`src/rtl/addr_bus_tester.sv`:
```
module addr_bus_tester #(
  parameter int AW = 10,
  parameter int DW = 16
) (
  input  logic          clk,
  input  logic          rst_n,
  input  logic          en,
  input  logic          start,
  input  logic [AW-1:0] base,
  output logic          busy,
  output logic          done,
  output logic          fail,
  output logic [AW-1:0] fail_chk,
  output logic [AW-1:0] fail_wr,
  output logic [AW-1:0] mem_addr,
  output logic          mem_we,
  output logic          mem_re,
  output logic [DW-1:0] mem_wdata,
  input  logic [DW-1:0] mem_rdata
);
  localparam int IW = $clog2(AW + 2);
  localparam int NB = (DW + 7) / 8;
  localparam logic [8*NB-1:0] PWIDE = {NB{8'hAA}};
  localparam logic [DW-1:0] PAT = PWIDE[DW-1:0];
  localparam logic [DW-1:0] INV = ~PAT;
  localparam logic [IW-1:0] LAST = IW'(AW);

  typedef enum logic [2:0] {S_IDLE, S_FILL, S_VRD, S_VCMP, S_TWR, S_TRD, S_TCMP, S_TRST} st_t;

  st_t st;
  logic [IW-1:0] k, t;

  function automatic logic [AW-1:0] offs(input logic [IW-1:0] i);
    return (i == '0) ? '0 : ({{(AW-1){1'b0}}, 1'b1} << (i - 1'b1));
  endfunction

  logic [IW-1:0] idx;
  logic [DW-1:0] expd;
  logic          miss;

  assign idx       = (st == S_TWR || st == S_TRST) ? t : k;
  assign mem_addr  = base + offs(idx);
  assign mem_we    = (st == S_FILL) || (st == S_TWR) || (st == S_TRST);
  assign mem_re    = (st == S_VRD) || (st == S_TRD);
  assign mem_wdata = (st == S_TWR) ? INV : PAT;
  assign busy      = (st != S_IDLE);
  assign expd      = (st == S_TCMP && k == t) ? INV : PAT;
  assign miss      = (mem_rdata != expd);

  always_ff @(posedge clk) begin
    if (!rst_n) begin
      st       <= S_IDLE;
      k        <= '0;
      t        <= '0;
      done     <= 1'b0;
      fail     <= 1'b0;
      fail_chk <= '0;
      fail_wr  <= '0;
    end else begin
      case (st)
        S_IDLE: if (start && en) begin
          st       <= S_FILL;
          k        <= '0;
          t        <= '0;
          done     <= 1'b0;
          fail     <= 1'b0;
          fail_chk <= '0;
          fail_wr  <= '0;
        end
        S_FILL: if (k == LAST) begin
          k  <= '0;
          st <= S_VRD;
        end else k <= k + 1'b1;
        S_VRD: st <= S_VCMP;
        S_VCMP: if (miss) begin
          fail     <= 1'b1;
          done     <= 1'b1;
          fail_chk <= offs(k);
          fail_wr  <= offs(k);
          st       <= S_IDLE;
        end else if (k == LAST) begin
          k  <= '0;
          st <= S_TWR;
        end else begin
          k  <= k + 1'b1;
          st <= S_VRD;
        end
        S_TWR: st <= S_TRD;
        S_TRD: st <= S_TCMP;
        S_TCMP: if (miss) begin
          fail     <= 1'b1;
          done     <= 1'b1;
          fail_chk <= offs(k);
          fail_wr  <= offs(t);
          st       <= S_IDLE;
        end else if (k == LAST) begin
          k  <= '0;
          st <= S_TRST;
        end else begin
          k  <= k + 1'b1;
          st <= S_TRD;
        end
        S_TRST: if (t == LAST) begin
          done <= 1'b1;
          st   <= S_IDLE;
        end else begin
          t  <= t + 1'b1;
          st <= S_TWR;
        end
        default: st <= S_IDLE;
      endcase
    end
  end
endmodule

```
`config.mk`:
```
export PLATFORM = sky130hd
export DESIGN_NAME = addr_bus_tester
export DESIGN_NICKNAME = d
export VERILOG_FILES = /design/src/rtl/addr_bus_tester.sv
export SDC_FILE = /design/constraint.sdc
export NUM_CORES = 1
export LEC_CHECK = 0
export ABC_AREA = 1
export BUFFER_PORTS_ARGS = -buffer_cell sky130_fd_sc_hd__buf_2
export CAP_MARGIN = 20
export CORE_UTILIZATION = 54
export CTS_CLUSTER_DIAMETER = 200
export DETAILED_ROUTE_END_ITERATION = 12
export GPL_TIMING_DRIVEN = 0
export PLACE_DENSITY = 0.88
export SYNTH_ARGS = -nofsm -noshare
export SYNTH_HDL_FRONTEND = slang
export SYNTH_SLANG_ARGS = --single-unit
```
`constraint.sdc`:
```
create_clock -name clk -period 7.2 [get_ports clk]
set_input_delay 0.36 -clock clk [delete_from_list [all_inputs] [get_ports clk]]
set_output_delay 0.36 -clock clk [all_outputs]
set_load 0.02 [all_outputs]
```
* Word-level counts from Yosys, hierarchy flattened
Index checks and enable logic that the tools add are counted.
Word-level totals: ROM bits 0, input port bits 30, memories 0, RAM bits 0, register bits 33, bits in latches 0, logic and storage cells 88
Operators by class: shifts and indexed selects 3, bitwise logic cells 0, multiply operators 0, add/sub/neg operators 6, muxes and demuxes 30, reductions and logical operators 23, divide/modulo/power cells 0, magnitude comparators 0, eq/ne operators 19
Operators by type and width (number):
- $mux W10 | 6
- $mux W16 | 2
- $pmux W10 S3 | 1
- $shl A1 B4 Y10 const A | 3
- $pmux W3 S8 | 1
- $mux W4 | 5
- $pmux W10 S2 | 1
- $mux W3 | 6
- $ne A16 B16 Y1 | 1
- $eq A3 B3 Y1 const B | 4
- $logic_not A4 Y1 | 3
- $pmux W4 S3 | 1
- $reduce_bool A3 Y1 | 4
- $sub A4 B1 Y4 const B | 3
- $add A10 B10 Y10 | 1
- $ne A2 B2 Y1 const B | 5
- $reduce_and A3 Y1 | 3
- $add A4 B1 Y4 const B | 2
- $eq A4 B4 Y1 const B | 2
- $pmux W4 S2 | 1
- $reduce_and A4 Y1 | 2
- $eq A3 B2 Y1 const B | 2
- $ne A2 B1 Y1 const B | 3
- $eq A4 B4 Y1 | 1
- other kinds (11) | 18

* Longest topological paths before layout
depth after elaboration 7, depth in mapped cells 19

* Worst setup path after synthesis
OpenSTA, ideal clock, no wires.
path type reg2out, from reg st[1], to out mem_addr[8], path buffers 0, arrival time 2.927 ns, cell stages (with the launch flop) 19, path slack 3.913 ns, data required time 6.840 ns, path through dfxtp_1 nor2_1 nand2_2 nand2_2 o21ai_0 inv_1 nor2_1 ha_1 inv_1 fa_1 o21ai_0 nand2_1 nand2_1 a21oi_1 o21ai_0 nand2_1 nand2_1 nand2_1 nand2_1
On the way: cells in the longest elaborated chain, start to end 7, elaborated cells on any way between the ends 9, classes of those cells add/sub: 2; eq/ne: 2; shift: 1; mux: 2; reduce/logical: 2
Ends and longest elaborated chain:
- from (decl) | RTL line 30 | st_t st;
- from (signal assigned) | RTL line 52 | st <= S_IDLE;
- from (signal assigned) | RTL line 62 | st <= S_FILL;
- from (signal assigned) | RTL line 72 | st <= S_VRD;
- $eq A3 B3 Y1 | RTL line 41 | assign idx = (st == S_TWR || st == S_TRST) ? t : k;
- $logic_or A1 B1 Y1 * | RTL line 41
- $mux W4 * | RTL line 41
- $sub A4 B1 Y4 | RTL line 34 | return (i == '0) ? '0 : ({{(AW-1){1'b0}}, 1'b1} << (i - 1'b1));
- $shl A1 B4 Y10 | RTL line 34
- $mux W10 * | RTL line 34
- $add A10 B10 Y10 * | RTL line 42 | assign mem_addr = base + offs(idx);
- to (decl) | RTL line 15 | output logic [AW-1:0] mem_addr,
Mark *: on every way between the ends. The rest lies on a longest branch, timed or not.

* Worst setup path after layout
Same ends and word-level chain as after synthesis.

==> out/metrics.yaml <==
synth:
  syn_nets: 506
  ys_async_sr_fraction_pct: 0
  synth_top_cell_area_share_pct: 23.32
  synth_seq_cells: 33
  yosysWarnings: 0
  synth_top_area_cell: "dfxtp_1"
  synth_area_leaders: "dfxtp_1 23%, nand2_1 14%, inv_1 8.6%"
  synth_edf_count: 0
  synthCells: 457
  synth_area_um2: 2833
  ys.flop_type: "dfxtp_1"
  ys_types: 32
  syn_area_per_cell_um2: 6.199
  yosysSeqAreaShare_pct: 23.32
sta:
  slew_headroom_pct: 50.79
  fin_crit_sh_pct: 56.39
  drv_slew: 0
  max_freq_mhz: 246.3
  worstMarginPinSlew_ps: 732.6
  rsz0062_at_grt: "false"
  setup-tns-final_ps: 0
  setup_viol: 0
  finClkSkew_ps: 6.001
  hold_viol_final: 0
  fin_crit_ps: 4060
global_routing:
  grt_pass1_vias: 2724
  grt_first_pass_wirelength_um: 11940
  grtUsageTotal_pct: 27.53
  overflow: 0
  grt_max_degree: 12
  antenna_found_initial: 0
worst_setup_path:
  slowest_delay_ps: 420
  crit_path_max_fanout: 11
  ff2ff_path_depth: 10
  crit_slowest_cell: "o21ai_0"
  path_delay_family: "compound AO/OA/AOI/OAI gates"
  critPathCaptureType: "output pin"
  r2r_slack_ps: 5100
  path_buf_inv: 3
  cp.arrival_ps: 3700
  worstPathRequired_ps: 6840
  cp_num_cells: 19
  crit_path_frequent_cell: "nand2_1"
  critical_path.cell_chain: "nor2_1 -> nand2_2 -> nand2_2 -> o21ai_0 -> inv_1 -> nor2_1 -> ha_1 -> inv_1 -> fa_1 -> o21ai_0 -> nand2_1 -> nand2_1 -> a21oi_1 -> o21ai_0 -> nand2_1 -> nand2_1 -> nand2_1 -> nand2_1 -> buf_2"
  path_class: "register to output pin"
  critPathLaunchType: "register"
run_status:
  status: "finished, final reports clean"
route:
  drt_iter0_markers: 299
  post_drt_wl_per_cell_um: 11.87
  dr_total_vias: 3179
  ant_nets: 0
  vias_per_cell: 5.194
  drc_errors: 0
  wl_um: 7263
  drtPass1Iterations: 5
worst_hold_path:
  holdPathStages: 3
  hold_class: "input port to register"
die:
  start_util_pct: 58.05
  pin_count: 81
  core_area_um2: 4880
  dieArea_um2: 5539
  die_height_um: 74.43
  die_x_um: 74.43
  std_cell_rows: 25
clock_tree:
  clk_pin_slew_ps: 70
  post-cts-setup-buffer-count: 0
  cts_htree_levels: 2
  numCtsBuffers: 5
  cts_tree: "yes"
  clockRootBuffer: "clkbuf_8"
  clk-insertion-delay-late_ps: 290
  cts.sinks: 33
  cts_resized: 0
  ctsHoldBuffers: 0
  cts_max_path_buffers: 2
power:
  p_per_area_nw_per_um2: 156.5
  vdd_drop_max_mv: 0.1217
  p_leak_nw: 1.754
cells_and_area:
  final_util_pct: 70.05
  drive_gt1_share_pct: 22.02
  antenna_cells: 0
  nNetsFinal: 593
  syn_to_final_growth_pct: 20.67
placed_design:
  dp_hpwl_um: 5574
  io_buffers: 80
  gp_congestion: 0.8983
flow_run:
  drv_cap: 0
synth_stat cells (3+ instances only):
cell type / n
nor3_1: 6
nand4_1: 26
nand3_1: 37
nor4_1: 4
o21ai_2: 3
a31oi_1: 11
nand2_1: 105
ha_1: 18
o21ai_0: 12
a22oi_1: 3
dfxtp_1: 33
a21oi_1: 26
clkbuf_1: 6
xor2_1: 9
buf_2: 3
nor2_1: 49
buf_4: 18
nand2_2: 3
inv_1: 65
xnor2_1: 3
state kept, by name, summed over array words and instances (netlist names):
register / cells
fail_wr: 10
k: 4
done: 1
fail_chk: 10
st: 3
fail: 1
t: 4
layer usage:
metal	share of wire [%]	global-route usage, %	vias up
met4	1.4	8.595	0
met5	0	0	-
li1	-	-	1658
met1	46	36.63	1378
met2	45	44.64	128
met3	7.5	5.691	15
cell type report:
cell class              count  area, µm²
inverters                  69      259.0
fillers                   446       1461
multi-input cells         326       1732
plain buffers              29      181.4
flip-flops and latches     33      660.6
clock inverters             1      5.005
repair buffers             80      400.4
clock buffers               7      96.34
well taps                  67      83.83
where the power goes:
| group | internal (W) | switching [W] | total, W | leakage [nW] |
|---|---|---|---|---|
| Sequential | 0.000193 | 0.00000897 | 0.000202 | 0.269 |
| Clock | 0.0000864 | 0.0000699 | 0.000156 | 0.0542 |
| Combinational | 0.0000596 | 0.000117 | 0.000176 | 1.43 |
| Total | 0.000339 | 0.000196 | 0.000535 | 1.75 |
logic make-up after synthesis:
logic type,share of synthesized area (%)
AO/OA/AOI/OAI,12.01
buffers and inverters,15.55
AND/OR/NAND/NOR,36.75
XOR/XNOR,3.711
adder cells (fa/ha/maj),8.657
flip-flops,23.32
stage by stage:
step	worst slack (ps)	cell area (µm²)	power [W]	instances	hold slack, ps
3_3_place_gp	3601	3317	0.0003734	604	438.9
5_1_grt	2788	3418	0.0005664	612	401.5
4_1_cts	3156	3418	0.0005335	612	386.2
2_1_floorplan	3913	2833	0.0003304	457	483.0
6_report	3140	3418	0.0005351	612	389.1
3_5_place_dp	3481	3317	0.0003785	604	440.3
cell usage in the layout, fill, tap and decap left out, types with 11 or more instances in the layout:
cell / instances
ha_1: 18
buf_2: 83
nand4_1: 26
nand2_1: 105
o21ai_0: 12
a31oi_1: 11
a21oi_1: 26
buf_4: 18
nor2_1: 49
inv_1: 65
dfxtp_1: 33
nand3_1: 37
tightest hold or removal path, stage by stage:
cell and delay, ps:
buf_2 150, nand2_1 80, a21oi_1 40
final timing paths:
check              from     endpoint
setup / recovery  st[1]  mem_addr[8]
hold / removal    rst_n        st[0]
setup reg to reg   t[0]   fail_wr[4]
hold reg to reg    done         done
Note: power is estimated with default switching activity, not from simulation.
